### src/rtl/stepseq_pkg.sv
package stepseq_pkg;
    localparam int OP_W         = 8;
    localparam int NUM_CHAINS   = 5;
    localparam int CHAIN_SEL_W  = $clog2(NUM_CHAINS);
    localparam int FETCH_STAGES = 4;
    localparam int MAX_STAGES   = 10;
    localparam int IDX_W        = $clog2(MAX_STAGES);
    localparam int NUM_STB      = 16;
    localparam int NO_STB       = -1;

    // strobe bit positions
    localparam int STB_ACC_NOT   = 0;
    localparam int STB_ACC_CLK   = 1;
    localparam int STB_GPR_MAR   = 2;
    localparam int STB_MAR_CLK   = 3;
    localparam int STB_RAM_CLK   = 4;
    localparam int STB_MEM_GPR   = 5;
    localparam int STB_GPR_CLK   = 6;
    localparam int STB_ALU_GPR   = 7;
    localparam int STB_PC_GPR    = 8;
    localparam int STB_MAR_PC    = 9;
    localparam int STB_PC_CLK    = 10;
    localparam int STB_RAM_WR    = 11;
    localparam int STB_PC_INC    = 12;
    localparam int STB_PC_MAR    = 13;
    localparam int STB_OPR_CLK   = 14;
    localparam int STB_ACC_GPR   = 15;

    localparam logic [OP_W-1:0] OP_ACC_NOT  = 8'h01;
    localparam logic [OP_W-1:0] OP_LOAD_GPR = 8'h02;
    localparam logic [OP_W-1:0] OP_STORE    = 8'h10;
    localparam logic [OP_W-1:0] OP_LOAD_DIR = 8'h20;
    localparam logic [OP_W-1:0] OP_CALL     = 8'h30;

    typedef enum logic [1:0] {PH_IDLE, PH_RUN, PH_ACK} phase_e;
    typedef enum logic [2:0] {SEL_IDLE, SEL_FREQ, SEL_FREL, SEL_XREQ, SEL_XREL} sel_state_e;

    function automatic int chain_stages(input int c);
        case (c)
            0:       return 2;
            1:       return 2;
            2:       return 6;
            3:       return 8;
            default: return 10;
        endcase
    endfunction

    function automatic logic [CHAIN_SEL_W-1:0] op_chain(input logic [OP_W-1:0] op);
        case (op)
            OP_ACC_NOT:  return CHAIN_SEL_W'(0);
            OP_LOAD_GPR: return CHAIN_SEL_W'(1);
            OP_STORE:    return CHAIN_SEL_W'(2);
            OP_LOAD_DIR: return CHAIN_SEL_W'(3);
            OP_CALL:     return CHAIN_SEL_W'(4);
            default:     return CHAIN_SEL_W'(0);
        endcase
    endfunction

    function automatic int fetch_code(input int idx);
        case (idx)
            0:       return STB_PC_MAR;
            1:       return STB_MAR_CLK;
            2:       return STB_RAM_CLK;
            3:       return STB_OPR_CLK;
            default: return NO_STB;
        endcase
    endfunction

    function automatic int exec_code(input logic [OP_W-1:0] op, input int idx);
        int r;
        r = NO_STB;
        case (op)
            OP_ACC_NOT: case (idx)
                0: r = STB_ACC_NOT;
                1: r = STB_ACC_CLK;
                default: r = NO_STB;
            endcase
            OP_LOAD_GPR: case (idx)
                0: r = STB_ALU_GPR;
                1: r = STB_ACC_CLK;
                default: r = NO_STB;
            endcase
            OP_STORE: case (idx)
                0: r = STB_GPR_MAR;
                1: r = STB_MAR_CLK;
                2: r = STB_ACC_GPR;
                3: r = STB_GPR_CLK;
                4: r = STB_RAM_WR;
                5: r = STB_RAM_CLK;
                default: r = NO_STB;
            endcase
            OP_LOAD_DIR: case (idx)
                0: r = STB_GPR_MAR;
                1: r = STB_MAR_CLK;
                2: r = STB_RAM_CLK;
                3: r = STB_MEM_GPR;
                4: r = STB_GPR_CLK;
                6: r = STB_ALU_GPR;
                7: r = STB_ACC_CLK;
                default: r = NO_STB;
            endcase
            OP_CALL: case (idx)
                0: r = STB_GPR_MAR;
                1: r = STB_MAR_CLK;
                2: r = STB_PC_GPR;
                3: r = STB_GPR_CLK;
                4: r = STB_MAR_PC;
                5: r = STB_PC_CLK;
                6: r = STB_RAM_WR;
                7: r = STB_RAM_CLK;
                8: r = STB_PC_INC;
                9: r = STB_PC_CLK;
                default: r = NO_STB;
            endcase
            default: r = NO_STB;
        endcase
        return r;
    endfunction

    function automatic logic [NUM_STB-1:0] code_to_strobe(input int code);
        logic [NUM_STB-1:0] one;
        one = NUM_STB'(1);
        if (code < 0) return '0;
        return one << code;
    endfunction
endpackage

### src/rtl/stepseq_chain.sv
module stepseq_chain
    import stepseq_pkg::*;
#(
    parameter int STAGES = 4,
    parameter int IW     = IDX_W
) (
    input  logic          clk,
    input  logic          rst_n,
    input  logic          req_i,
    output logic          ack_o,
    output logic          active_o,
    output logic [IW-1:0] idx_o
);
    localparam logic [IW-1:0] LAST = IW'(STAGES - 1);

    typedef struct packed {
        phase_e        ph;
        logic [IW-1:0] idx;
    } chain_t;

    chain_t cur_q, nxt_d;

    always_comb begin
        nxt_d = cur_q;
        case (cur_q.ph)
            PH_IDLE: if (req_i) begin
                nxt_d.ph  = PH_RUN;
                nxt_d.idx = '0;
            end
            PH_RUN: begin
                if (cur_q.idx == LAST) nxt_d.ph = PH_ACK;
                else                   nxt_d.idx = cur_q.idx + IW'(1);
            end
            PH_ACK: if (!req_i) nxt_d.ph = PH_IDLE;
            default: nxt_d.ph = PH_IDLE;
        endcase
    end

    always_ff @(posedge clk or negedge rst_n) begin
        if (!rst_n) cur_q <= '{ph: PH_IDLE, idx: '0};
        else        cur_q <= nxt_d;
    end

    assign ack_o    = (cur_q.ph == PH_ACK);
    assign active_o = (cur_q.ph == PH_RUN);
    assign idx_o    = cur_q.idx;

    a_r11_ack_needs_req: assert property (@(posedge clk) disable iff (!rst_n)
        $rose(ack_o) |-> req_i);
    a_r11_no_rerun_while_acked: assert property (@(posedge clk) disable iff (!rst_n)
        (ack_o && req_i) |=> !active_o);
    a_r10_idx_in_range: assert property (@(posedge clk) disable iff (!rst_n)
        active_o |-> (idx_o <= LAST));
endmodule

### src/rtl/stepseq_select.sv
module stepseq_select
    import stepseq_pkg::*;
(
    input  logic                  clk,
    input  logic                  rst_n,
    input  logic                  start_i,
    input  logic [OP_W-1:0]       opcode_i,
    input  logic                  fetch_ack_i,
    input  logic [NUM_CHAINS-1:0] exec_ack_i,
    output logic                  fetch_req_o,
    output logic [NUM_CHAINS-1:0] exec_req_o,
    output logic [OP_W-1:0]       op_o,
    output logic                  fetch_start_o,
    output logic                  exec_start_o
);
    typedef struct packed {
        sel_state_e             st;
        logic [CHAIN_SEL_W-1:0] chain;
        logic [OP_W-1:0]        op;
        logic                   fstart;
        logic                   xstart;
    } sel_t;

    sel_t cur_q, nxt_d;

    always_comb begin
        nxt_d        = cur_q;
        nxt_d.fstart = 1'b0;
        nxt_d.xstart = 1'b0;
        case (cur_q.st)
            SEL_IDLE: if (start_i) begin
                nxt_d.st     = SEL_FREQ;
                nxt_d.fstart = 1'b1;
            end
            SEL_FREQ: if (fetch_ack_i) nxt_d.st = SEL_FREL;
            SEL_FREL: if (!fetch_ack_i) begin
                nxt_d.st     = SEL_XREQ;
                nxt_d.op     = opcode_i;
                nxt_d.chain  = op_chain(opcode_i);
                nxt_d.xstart = 1'b1;
            end
            SEL_XREQ: if (exec_ack_i[cur_q.chain]) nxt_d.st = SEL_XREL;
            SEL_XREL: if (!exec_ack_i[cur_q.chain]) begin
                nxt_d.st     = SEL_FREQ;
                nxt_d.fstart = 1'b1;
            end
            default: nxt_d.st = SEL_IDLE;
        endcase
    end

    always_ff @(posedge clk or negedge rst_n) begin
        if (!rst_n) cur_q <= '{st: SEL_IDLE, chain: '0, op: '0, fstart: 1'b0, xstart: 1'b0};
        else        cur_q <= nxt_d;
    end

    always_comb begin
        for (int c = 0; c < NUM_CHAINS; c++)
            exec_req_o[c] = (cur_q.st == SEL_XREQ) && (cur_q.chain == CHAIN_SEL_W'(c));
    end

    assign fetch_req_o   = (cur_q.st == SEL_FREQ);
    assign op_o          = cur_q.op;
    assign fetch_start_o = cur_q.fstart;
    assign exec_start_o  = cur_q.xstart;

    a_r11_fetch_req_held: assert property (@(posedge clk) disable iff (!rst_n)
        (fetch_req_o && !fetch_ack_i) |=> fetch_req_o);
    a_r11_exec_req_drop_after_ack: assert property (@(posedge clk) disable iff (!rst_n)
        $fell(|exec_req_o) |-> $past(|exec_ack_i));
    a_r11_single_request: assert property (@(posedge clk) disable iff (!rst_n)
        $onehot0({fetch_req_o, exec_req_o}));
endmodule

### src/rtl/stepseq_ctrl.sv
module stepseq_ctrl
    import stepseq_pkg::*;
(
    input  logic               clk,
    input  logic               rst_n,
    input  logic               start_i,
    input  logic [OP_W-1:0]    opcode_i,
    output logic [NUM_STB-1:0] strobe_o,
    output logic               fetch_start_o,
    output logic               exec_start_o
);
    logic                  fetch_req, fetch_ack, fetch_act;
    logic [IDX_W-1:0]      fetch_idx;
    logic [NUM_CHAINS-1:0] ex_req, ex_ack, ex_act;
    logic [IDX_W-1:0]      ex_idx [NUM_CHAINS];
    logic [OP_W-1:0]       sel_op;
    logic [IDX_W-1:0]      ex_sel_idx;
    int                    stb_code;

    stepseq_select u_select (
        .clk          (clk),
        .rst_n        (rst_n),
        .start_i      (start_i),
        .opcode_i     (opcode_i),
        .fetch_ack_i  (fetch_ack),
        .exec_ack_i   (ex_ack),
        .fetch_req_o  (fetch_req),
        .exec_req_o   (ex_req),
        .op_o         (sel_op),
        .fetch_start_o(fetch_start_o),
        .exec_start_o (exec_start_o)
    );

    stepseq_chain #(.STAGES(FETCH_STAGES), .IW(IDX_W)) u_fetch (
        .clk     (clk),
        .rst_n   (rst_n),
        .req_i   (fetch_req),
        .ack_o   (fetch_ack),
        .active_o(fetch_act),
        .idx_o   (fetch_idx)
    );

    for (genvar g = 0; g < NUM_CHAINS; g++) begin : g_exec
        stepseq_chain #(.STAGES(chain_stages(g)), .IW(IDX_W)) u_chain (
            .clk     (clk),
            .rst_n   (rst_n),
            .req_i   (ex_req[g]),
            .ack_o   (ex_ack[g]),
            .active_o(ex_act[g]),
            .idx_o   (ex_idx[g])
        );
    end

    always_comb begin
        ex_sel_idx = '0;
        for (int c = 0; c < NUM_CHAINS; c++)
            if (ex_act[c]) ex_sel_idx = ex_idx[c];
        if (fetch_act)    stb_code = fetch_code(int'(fetch_idx));
        else if (|ex_act) stb_code = exec_code(sel_op, int'(ex_sel_idx));
        else              stb_code = NO_STB;
        strobe_o = code_to_strobe(stb_code);
    end

    a_r10_one_strobe: assert property (@(posedge clk) disable iff (!rst_n)
        $onehot0(strobe_o));
    a_r3_markers_apart: assert property (@(posedge clk) disable iff (!rst_n)
        !(fetch_start_o && exec_start_o));
    a_r11_one_chain_running: assert property (@(posedge clk) disable iff (!rst_n)
        $onehot0({fetch_act, ex_act}));
endmodule

### config.mk
export PLATFORM = sky130hd
export DESIGN_NAME = stepseq_ctrl
export DESIGN_NICKNAME = d
export VERILOG_FILES = /design/src/rtl/stepseq_pkg.sv /design/src/rtl/stepseq_chain.sv /design/src/rtl/stepseq_select.sv /design/src/rtl/stepseq_ctrl.sv
export SDC_FILE = /design/constraint.sdc
export NUM_CORES = 1
export LEC_CHECK = 0
export ABC_AREA = 1
export BUFFER_PORTS_ARGS = -buffer_cell sky130_fd_sc_hd__clkbuf_2
export CAP_MARGIN = 20
export CELL_PAD_IN_SITES_DETAIL_PLACEMENT = 1
export CELL_PAD_IN_SITES_GLOBAL_PLACEMENT = 1
export CORE_MARGIN = 5
export CORE_UTILIZATION = 45
export DETAILED_ROUTE_END_ITERATION = 8
export PLACE_DENSITY_LB_ADDON = 0.2
export SYNTH_ARGS = -nofsm -noshare
export SYNTH_HDL_FRONTEND = slang
export SYNTH_SLANG_ARGS = --single-unit
### constraint.sdc
create_clock -name clk -period 4.7 [get_ports clk]
set_input_delay 1.41 -clock clk [delete_from_list [all_inputs] [get_ports clk]]
set_output_delay 1.41 -clock clk [all_outputs]
set_load 0.005 [all_outputs]
==> out/qor.csv, run 1 <==
stage,metric,value,unit
status,outcome,finished clean,
floorplanning,CORE AREA,8130,um2
sta,Clock Skews,0.0164,ns
pwr,Lkg Pwr,2.04,nW
routing,drt wl/cell,15.0,um
floorplanning,die width,101,um
final_layout,share of layout cells above drive strength 1,22.9,%
cts,deepest clock path buffer count,2,
worst_setup_path,CP startpoint kind,flop,
cts,Hold Buf Count CTS,0,
logic_synthesis,post-synthesis async set-or-reset flop share,100,%
logic_synthesis,Synth area leader,dfrtp_1,
global_routing,global route overflow,0,
logic_synthesis,Syn Nets,534,
routing,Vias/cell,5.35,
global_routing,largest net degree at the start of global routing,39,
placement,port buffer count,28,
routing,residual DRC count,0,
global_routing,number of antenna violations at the first check in global routing,0,
cts,clock sink count,52,
hold_path,HP Class,reg2reg,
sta,Tmin final,4.49,ns
global_routing,Global Route Usage Sum,20.2,%
placement,post-place setup slack,0.322,ns
floorplanning,starting density of the core,45.9,%
pwr,total power,2.43,mW
final_layout,ANT cells,0,
logic_synthesis,Synth area leaders,"dfrtp_1, nand2_1, nor2_1, inv_1, nand3_1",
floorplanning,Die Height,101,um
worst_setup_path,Reg2Reg Setup Slack,2.37,ns
floorplanning,DIE AREA,10200,um2
worst_setup_path,WP data arrival,3.08,ns
logic_synthesis,Synth top area share,34.9,%
floorplanning,io pins,29,
sta,Hold WS,0.473,ns
global_routing,number of global-route vias before repair,3683,
sta,final hold violations,0,
sta,"Slew Viols, Final",0,
routing,drt first-iter violations,99,
routing,via count,3480,
sta,Slew HR,50.5,%
cts,CTS Buf Count,5,
logic_synthesis,syn avg cell area,7.38,um2
global_routing,first-pass GRT wire length,17000,um
cts,H-tree depth,2,
routing,Routed WL,9750,um
pwr,Worst VDD drop,0.228,mV
logic_synthesis,Synth Cell Area,3730,um2
placement,routability cong.,0.841,
logic_synthesis,Main synth FF type,dfrtp_1,
routing,Routed Antenna Nets,0,
worst_setup_path,crit path max fanout,10,
cts,clock latency at the later pin of the worst-skew pair,0.31,ns
logic_synthesis,#FFs+latches synth,52,
worst_setup_path,CP endpoint kind,output port,
final_layout,Area growth syn-to-layout,13.8,%
final_layout,# fillers,1059,
placement,HPWL after DPL,7680,um
routing,total iterations of the first detailed-routing run,4,
cts,Worst-path clk slew,0.10,ns
pwr,P per Cell Area,571,nW/um2
cts,clock root cell,clkbuf_8,
logic_synthesis,sequential-to-total area share from yosys stat,34.9,%
sta,Tightest Pin Transition,0.737,ns
sta,Max Clk Rate,0.223,GHz
worst_setup_path,"Req. time, crit path",3.29,ns
sta,setup violators final,0,
cts,TritonCTS clock tree,done,
logic_synthesis,post-synth cell types,40,
floorplanning,row count,33,
logic_synthesis,Ys Warns,0,
final_layout,final net count,573,
sta,worst setup margin,0.209,ns
job,MaxCap Viol Count,0,
logic_synthesis,number of synthesized flops with an enable pin,0,
worst_setup_path,CP Class,reg2out,
sta,crit share post-route,95.5,%
logic_synthesis,top cell types by occurrence after synthesis,"nand2_1, nor2_1, inv_1",
logic_synthesis,"count leader, synth",nand2_1,
logic_synthesis,Mapped Cells,506,
area by class of cell:
class | instances | area [um2] | area share (%)
repair buffers | 34 | 198 | 4.65
multi-input cells | 374 | 2200 | 51.8
flip-flops and latches | 52 | 1300 | 30.7
clock buffers | 6 | 82.6 | 1.94
well taps | 105 | 131 | 3.09
clock inverters | 2 | 38.8 | 0.913
inverters | 78 | 295 | 6.95
critical path, stage by stage (launching register included):
cell      delay, ns
dfrtp_2        0.45
nand2_4        0.13
inv_1          0.10
nand2_1        0.08
nand3_1        0.14
o22ai_4        0.29
ha_4           0.22
inv_1          0.09
nor2_1         0.18
nand2_2        0.10
nand3_1        0.11
nand2_1        0.09
nand2_1        0.09
nor2_1         0.05
nand2_2        0.07
nand2_4        0.10
nor2_8         0.13
nand3_2        0.09
nor2_1         0.13
clkbuf_2       0.13
cells by family (layout without fill, tap and decap cells):
kind of cell               Yosys count  after routing  share of synthesized area (%)
DFF                                 52             52                           34.9
xor gates and xnor gates             2              2                          0.469
and+or+nand+nor                    275            275                           37.0
AOI/OAI and AO/OA                   79             79                           13.5
buffers and inverters               80            120                           8.14
muxes                                1              1                          0.302
adders and majority gates           17             17                           5.70
registers in the layout, summed over array words and instances (netlist names):
register / count
g_exec.u_chain.cur_q: 10
g_exec.u_chain.idx_o: 20
u_fetch.cur_q: 2
u_fetch.idx_o: 4
u_select.cur_q: 6
u_select.exec_start_o: 1
u_select.fetch_start_o: 1
u_select.op_o: 8
path summary, 6_finish.rpt:
kind	start	to	depth (start not counted)
worst max-delay path	g_exec[3].u_chain.cur_q[4]$_DFFE_PN0P_	strobe_o[11]	19
worst min-delay path	u_fetch.idx_o[3]$_DFFE_PN0P_	u_fetch.idx_o[3]$_DFFE_PN0P_	1
worst max register to register	u_select.cur_q[14]$_DFFE_PN0P_	g_exec[0].u_chain.idx_o[3]$_DFFE_PN0P_	13
worst min register to register	u_fetch.idx_o[3]$_DFFE_PN0P_	u_fetch.idx_o[3]$_DFFE_PN0P_	1
max in group asynchronous	rst_n	g_exec[0].u_chain.cur_q[4]$_DFFE_PN0P_	3
min in group asynchronous	rst_n	g_exec[3].u_chain.idx_o[3]$_DFFE_PN0P_	1
power breakdown:
| part | internal (mW) | switching [mW] | total [mW] |
|---|---|---|---|
| Clock | 0.174 | 0.157 | 0.331 |
| Sequential | 0.571 | 0.116 | 0.687 |
| Combinational | 0.480 | 0.927 | 1.41 |
cells in the final DEF (no fill, tap or decap), types with 3 or more instances in the layout:
cell,instances
a21oi_1,17
a21oi_4,3
buf_4,5
clkbuf_2,28
clkbuf_8,6
dfrtp_1,51
ha_1,14
inv_1,62
inv_2,15
nand2_1,93
nand2_2,19
nand2_4,5
nand3_1,46
nand3_2,11
nand4_1,4
nor2_1,65
nor2_2,6
nor2_4,3
nor3_1,14
o21ai_0,36
o21ai_2,3
o22ai_1,3
o31ai_1,3
per-layer routing:
| metal | vias to the layer above | routed length (um) | GRT usage, % |
|---|---|---|---|
| met3 | 18 | 247 | 2.84 |
| li1 | 1732 | - | - |
| met4 | 0 | 150 | 5.11 |
| met5 | - | 0 | 0 |
| met2 | 46 | 4810 | 34.8 |
| met1 | 1684 | 4540 | 26.5 |
through the flow:
stage | TNS [ns] | utilization (%) | std cells | cell area, um2
global route | -0.177 | 52.2 | 651 | 4250
floorplan | 0 | - | 506 | 3730
CTS | 0 | 50.9 | 648 | 4140
global placement | 0 | 49.4 | 640 | 4020
detailed placement | 0 | 49.4 | 640 | 4020
finish | 0 | 52.2 | 651 | 4250
what timing repair did:
item / 4_1_cts / 5_1_grt
buffers inserted: 0 / 2
resized for setup: 1 / 18
setup endpoints to repair: 12 / 16
pin swaps: 0 / 7
(Power assumes the default switching activity.)
==> run 2, diff against run 1 <==
--- a/config.mk
+++ b/config.mk
@@ -13,7 +13,7 @@
 export CORE_MARGIN = 5
 export CORE_UTILIZATION = 45
 export DETAILED_ROUTE_END_ITERATION = 8
-export PLACE_DENSITY_LB_ADDON = 0.2
+export PLACE_DENSITY = 0.86
 export SYNTH_ARGS = -nofsm -noshare
 export SYNTH_HDL_FRONTEND = slang
 export SYNTH_SLANG_ARGS = --single-unit
==> run 2 against run 1 <==
Compared with the run above:
- sequential power is essentially flat
- routed wire length grew 1.9%
- clock skew decreased by 0.0041 ns
- worst setup slack lost 0.060 ns
- global-route usage up 0.072 points
- via count fell by 0.20%
- utilization decreased by 0.23 points
- sequential cell count unchanged
- clock-buffer cell count unchanged
==> out/qor.csv, run 2 (synthesis results as in run 1) <==
stage,metric,value,unit,change
job,MaxCap Viol Count,0,,unchanged
worst_setup_path,WP data arrival,3.14,ns,was 3.08 ns
floorplanning,Die Height,101,um,unchanged
cts,Hold Buf Count CTS,0,,unchanged
sta,Clock Skews,0.0123,ns,was 0.0164 ns
routing,drt first-iter violations,136,,was 99
final_layout,Sequential Area,1300,um2,unchanged
final_layout,most frequent cells in the layout,"nand2_1, nor2_1, inv_1, dfrtp_1, nand3_1",,unchanged
sta,Hold WS,0.474,ns,was 0.473 ns
worst_setup_path,FF-to-FF path depth,6,,was 13
floorplanning,DIE AREA,10200,um2,unchanged
sta,setup violators final,0,,unchanged
final_layout,"commonest non-fill, non-tap cell in the layout",nand2_1,,unchanged
sta,"Slew Viols, Final",0,,unchanged
hold_path,HP Class,reg2reg,,unchanged
placement,HPWL after DPL,7670,um,was 7680 um
floorplanning,io pins,29,,unchanged
final_layout,number of flip-flops in the largest register,20,,unchanged
sta,Slew HR,33.1,%,was 50.5%
pwr,Lkg Pwr,2.04,nW,about the same
floorplanning,starting density of the core,45.9,%,unchanged
cts,H-tree depth,2,,unchanged
sta,Max Clk Rate,0.220,GHz,was 0.223 GHz
placement,port buffer count,28,,unchanged
floorplanning,die width,101,um,unchanged
worst_setup_path,crit path max fanout,10,,unchanged
hold_path,Hold Path Origin,u_fetch.idx_o[3]$_DFFE_PN0P_,,unchanged
cts,Worst-path clk slew,0.10,ns,about the same
routing,Routed WL,9930,um,was 9750 um
worst_setup_path,"Req. time, crit path",3.29,ns,about the same
routing,Routed Antenna Nets,0,,unchanged
placement,dpl cell area,4000,um2,was 4020 um2
global_routing,first-pass GRT wire length,16900,um,was 17000 um
routing,via count,3473,,was 3480
hold_path,hold depth,1,,unchanged
worst_setup_path,CP startpoint kind,flop,,unchanged
global_routing,largest net degree at the start of global routing,28,,was 39
hold_path,hold worst-path end,u_fetch.idx_o[3]$_DFFE_PN0P_,,unchanged
routing,Vias/cell,5.33,,was 5.35
global_routing,number of antenna violations at the first check in global routing,0,,unchanged
cts,clock sink count,52,,unchanged
status,outcome,finished clean,,unchanged
floorplanning,row count,33,,unchanged
final_layout,final net count,573,,unchanged
pwr,Worst VDD drop,0.231,mV,was 0.228 mV
final_layout,Area growth syn-to-layout,13.3,%,was 13.8%
sta,final hold violations,0,,unchanged
global_routing,number of global-route vias before repair,3689,,was 3683
cts,TritonCTS clock tree,done,,unchanged
cts,deepest clock path buffer count,2,,unchanged
routing,drt wl/cell,15.3,um,was 15.0 um
sta,crit share post-route,96.8,%,was 95.5%
worst_setup_path,CP endpoint kind,output port,,unchanged
pwr,P per Cell Area,570,nW/um2,was 571 nW/um2
final_layout,# fillers,1081,,was 1059
routing,total iterations of the first detailed-routing run,4,,unchanged
final_layout,share of layout cells above drive strength 1,22.3,%,was 22.9%
cts,CTS Buf Count,5,,unchanged
global_routing,Global Route Usage Sum,20.3,%,was 20.2%
global_routing,global route overflow,0,,unchanged
cts,clock root cell,clkbuf_8,,unchanged
final_layout,area of the multi-input gates,2190,um2,was 2200 um2
floorplanning,CORE AREA,8130,um2,unchanged
cts,clock latency at the later pin of the worst-skew pair,0.31,ns,about the same
worst_setup_path,worst r2r src,u_select.cur_q[15]$_DFFE_PN0P_,,was u_select.cur_q[14]$_DFFE_PN0P_
routing,residual DRC count,0,,unchanged
final_layout,Largest Register,g_exec.u_chain.idx_o,,unchanged
worst_setup_path,worst r2r dst,u_select.cur_q[11]$_DFFE_PN0P_,,was g_exec[0].u_chain.idx_o[3]$_DFFE_PN0P_
sta,Tightest Pin Transition,1.00,ns,was 0.737 ns
final_layout,fin area,4230,um2,was 4250 um2
worst_setup_path,CP Class,reg2out,,unchanged
placement,routability cong.,0.875,,was 0.841
worst_setup_path,Reg2Reg Setup Slack,2.40,ns,was 2.37 ns
final_layout,ANT cells,0,,unchanged
sta,Tmin final,4.55,ns,was 4.49 ns
## run 2: cell types whose count changed in the layout (fill, tap and decap cells not counted)
cell | previous run | this run
inv_2 | 15 | 14
buf_4 | 5 | 6
o21ai_1 | 1 | 2
o21ai_2 | 3 | 2
ha_1 | 14 | 15
ha_2 | 1 | 0
buf_12 | 1 | 0
inv_1 | 62 | 63
## run 2: routing by layer
layer,track usage [%],vias to the layer above,routed length (um)
met1,25.2,1694,4470
met3,2.42,12,173
met5,0,-,0
met2,37.3,43,5160
li1,-,1724,-
met4,4.40,0,135
## run 2: timing repair
item,CTS,global route
resized for setup,1,15
cloned,0,0
pin swaps,0,4
endpoints found under the setup margin,12,16
buffers inserted,0,5
## run 2: worst max path at each step
stage,endpoint,depth (start not counted),slack [ns],start
6_report,strobe_o[1],19,0.15,g_exec[3].u_chain.cur_q[4]$_DFFE_PN0P_
5_1_grt,strobe_o[10],15,-0.13,g_exec[3].u_chain.cur_q[4]$_DFFE_PN0P_
4_1_cts,strobe_o[8],20,0.04,g_exec[2].u_chain.cur_q[5]$_DFFE_PN0P_
3_5_place_dp,strobe_o[8],16,0.29,g_exec[4].u_chain.cur_q[5]$_DFFE_PN0P_
3_3_place_gp,strobe_o[12],17,0.46,g_exec[3].u_chain.cur_q[4]$_DFFE_PN0P_
2_1_floorplan,strobe_o[12],16,0.91,g_exec[3].u_chain.cur_q[4]$_DFFE_PN0P_
## run 2: worst max-delay path: stages (launching register included)
cell and delay [ns]:
dfrtp_1 0.44, nand2_4 0.14, inv_1 0.11, nand2_1 0.08, nand3_1 0.13, o22ai_4 0.25
inv_1 0.12, ha_1 0.28, nand3_1 0.14, nand2_1 0.09, nor2_2 0.16, nand2_2 0.08
nand2_2 0.11, inv_2 0.06, nand2_2 0.08, nand2_4 0.09, nor2_8 0.13, nand3_2 0.08
nor2_1 0.11, clkbuf_2 0.14
## run 2: where the power goes
group	switching (mW)	total, mW	internal (mW)
clock	0.153	0.328	0.174
combinational	0.922	1.39	0.469
sequential	0.119	0.690	0.572
## run 2: through the flow
stage	power [mW]	utilization, %	setup slack [ns]	instances	setup TNS, ns
CTS	2.31	50.8	0.0411	646	0
floorplan	1.65	-	0.914	506	0
global route	2.62	52.0	-0.127	651	-1.01
global placement	1.90	49.2	0.462	638	0
finish	2.41	52.0	0.150	651	0
detailed placement	1.97	49.2	0.293	638	0
## run 2: layout make-up
| cell class | count | area share, % |
|---|---|---|
| clock inverter | 2 | 0.917 |
| tap | 105 | 3.11 |
| timing repair buffer | 34 | 4.38 |
| sequential | 52 | 30.8 |
| multi-input combinational | 374 | 51.9 |
| clock buffer | 6 | 1.95 |
| inverter | 78 | 6.98 |
==> run 3, diff against run 2 <==
--- a/config.mk
+++ b/config.mk
@@ -13,7 +13,7 @@
 export CORE_MARGIN = 5
 export CORE_UTILIZATION = 45
 export DETAILED_ROUTE_END_ITERATION = 8
-export PLACE_DENSITY = 0.86
+export PLACE_DENSITY_LB_ADDON = 0.1
 export SYNTH_ARGS = -nofsm -noshare
 export SYNTH_HDL_FRONTEND = slang
 export SYNTH_SLANG_ARGS = --single-unit
==> run 3 against run 2 <==
Compared with the run above:
- worst setup slack better by 0.087 ns
- sequential power hardly changed
- sequential cell count is the same
- clock skew increased by 0.00066 ns
- combinational power is essentially flat
- clock-buffer cell count is the same
- maximum frequency rose by 2.0%
- clock power is essentially flat
- register-to-register slack gained 0.09 ns
- cell count grew 0.77%
==> out/qor.csv, run 3 (synthesis results as in run 1) <==
stage,metric,value,unit,change
sta,final hold violations,0,,unchanged
floorplanning,io pins,29,,unchanged
placement,placed cell count,640,,was 638
routing,residual DRC count,0,,unchanged
cts,CTS Buf Count,5,,unchanged
routing,Vias/cell,5.28,,was 5.33
job,MaxCap Viol Count,0,,unchanged
worst_setup_path,CP endpoint kind,output port,,unchanged
sta,Clock Skews,0.0130,ns,was 0.0123 ns
global_routing,first-pass GRT wire length,16700,um,was 16900 um
hold_path,Hold Path Origin,u_fetch.idx_o[3]$_DFFE_PN0P_,,unchanged
cts,clock sink count,52,,unchanged
placement,routability cong.,0.820,,was 0.875
final_layout,Largest Register,g_exec.u_chain.idx_o,,unchanged
pwr,Worst VDD drop,0.238,mV,was 0.231 mV
global_routing,number of global-route vias before repair,3589,,was 3689
final_layout,final net count,578,,was 573
cts,Worst-path clk slew,0.10,ns,about the same
routing,drt first-iter violations,67,,was 136
sta,Fin Setup TNS,0,ns,unchanged
worst_setup_path,WP data arrival,3.05,ns,was 3.14 ns
final_layout,ANT cells,0,,unchanged
floorplanning,die width,101,um,unchanged
cts,TritonCTS clock tree,done,,unchanged
routing,via count,3463,,was 3473
floorplanning,Die Height,101,um,unchanged
placement,port buffer count,28,,unchanged
worst_setup_path,crit path max fanout,7,,was 10
pwr,P per Cell Area,563,nW/um2,was 570 nW/um2
floorplanning,CORE AREA,8130,um2,unchanged
cts,clock latency at the later pin of the worst-skew pair,0.31,ns,about the same
hold_path,HP Class,reg2reg,,unchanged
final_layout,Area growth syn-to-layout,14.9,%,was 13.3%
floorplanning,row count,33,,unchanged
routing,drt wl/cell,14.5,um,was 15.3 um
worst_setup_path,"Req. time, crit path",3.29,ns,about the same
routing,Routed WL,9540,um,was 9930 um
routing,total iterations of the first detailed-routing run,4,,unchanged
final_layout,Final Non-Filler Cells,656,,was 651
sta,worst setup margin,0.237,ns,was 0.150 ns
final_layout,fin area,4290,um2,was 4230 um2
sta,Max Clk Rate,0.224,GHz,was 0.220 GHz
placement,post-place setup slack,0.281,ns,was 0.293 ns
pwr,Lkg Pwr,2.07,nW,was 2.04 nW
final_layout,"commonest non-fill, non-tap cell in the layout",nand2_1,,unchanged
final_layout,most frequent cells in the layout,"nand2_1, nor2_1, inv_1, dfrtp_1, nand3_1",,unchanged
floorplanning,DIE AREA,10200,um2,unchanged
sta,Tmin final,4.46,ns,was 4.55 ns
status,outcome,finished clean,,unchanged
worst_setup_path,worst r2r src,u_select.cur_q[14]$_DFFE_PN0P_,,was u_select.cur_q[15]$_DFFE_PN0P_
floorplanning,starting density of the core,45.9,%,unchanged
global_routing,number of antenna violations at the first check in global routing,0,,unchanged
cts,Hold Buf Count CTS,0,,unchanged
placement,dpl cell area,4020,um2,was 4000 um2
routing,Routed Antenna Nets,0,,unchanged
sta,setup violators final,0,,unchanged
sta,Slew HR,53.2,%,was 33.1%
final_layout,"Core Util, Final",52.8,%,was 52.0%
worst_setup_path,CP Class,reg2out,,unchanged
worst_setup_path,CP startpoint kind,flop,,unchanged
worst_setup_path,crit path from,g_exec[0].u_chain.cur_q[4]$_DFFE_PN0P_,,was g_exec[3].u_chain.cur_q[4]$_DFFE_PN0P_
cts,deepest clock path buffer count,2,,unchanged
placement,HPWL after DPL,7550,um,was 7670 um
cts,H-tree depth,2,,unchanged
global_routing,global route overflow,0,,unchanged
global_routing,largest net degree at the start of global routing,39,,was 28
final_layout,share of layout cells above drive strength 1,23.8,%,was 22.3%
final_layout,number of flip-flops in the largest register,20,,unchanged
sta,crit share post-route,95.0,%,was 96.8%
global_routing,Global Route Usage Sum,20.1,%,was 20.3%
sta,"Slew Viols, Final",0,,unchanged
sta,Tightest Pin Transition,0.697,ns,was 1.00 ns
cts,clock root cell,clkbuf_8,,unchanged
==> run 3: critical path: stages (launching register included) <==
cell      delay [ns]
dfrtp_1         0.45
inv_2           0.08
nor2_2          0.14
nand3_1         0.10
a21oi_2         0.22
o22ai_4         0.14
buf_4           0.16
ha_4            0.18
o21ai_4         0.27
a21oi_4         0.10
nand2_2         0.12
inv_2           0.04
nand2_2         0.08
nor2_1          0.05
nor2_2          0.21
nand3_1         0.15
nor2_1          0.13
clkbuf_2        0.13
==> run 3: worst paths after layout <==
check,cells past startpoint,slack [ns],endpoint
setup / recovery,17,0.24,strobe_o[14]
hold / removal,1,0.48,u_fetch.idx_o[3]$_DFFE_PN0P_
setup reg to reg,13,2.49,g_exec[0].u_chain.idx_o[3]$_DFFE_PN0P_
hold reg to reg,1,0.48,u_fetch.idx_o[3]$_DFFE_PN0P_
max in group asynchronous,3,3.01,u_select.op_o[2]$_DFFE_PN0P_
min in group asynchronous,1,0.97,g_exec[1].u_chain.idx_o[2]$_DFFE_PN0P_
==> run 3: timing repair <==
action                                  CTS  global route
pin swaps                                 0             5
endpoints found under the setup margin   16            16
setup buffers                             0             7
gates resized for setup                   1            21
==> run 3: routing by layer <==
layer	global-route usage, %	up-vias	part of all wire, %
met5	0	-	0
li1	-	1732	-
met3	2.91	8	2.8
met4	4.81	0	1.1
met2	34.0	41	48
met1	26.9	1682	48
==> run 3: stage by stage <==
| stage | hold WS [ns] | total power [mW] |
|---|---|---|
| final | 0.484 | 2.41 |
| after global routing | 0.504 | 2.66 |
| after CTS | 0.484 | 2.32 |
| after detailed placement | 0.460 | 1.98 |
| after global placement | 0.455 | 1.92 |
| after floorplan | 0.434 | 1.65 |
==> run 3: layout make-up <==
class / count / area, um2
clock buffers: 6 / 82.6
clock inverters: 2 / 38.8
fillers: 1058 / 3840
inverters: 78 / 295
multi-input cells: 374 / 2210
flip-flops and latches: 52 / 1300
well taps: 105 / 131
repair buffers: 39 / 235
==> run 3: power by group <==
part	leakage [nW]	internal [mW]	total, mW	switching (mW)
clock	0.0614	0.174	0.330	0.156
combinational	1.32	0.488	1.40	0.910
sequential	0.687	0.571	0.687	0.115
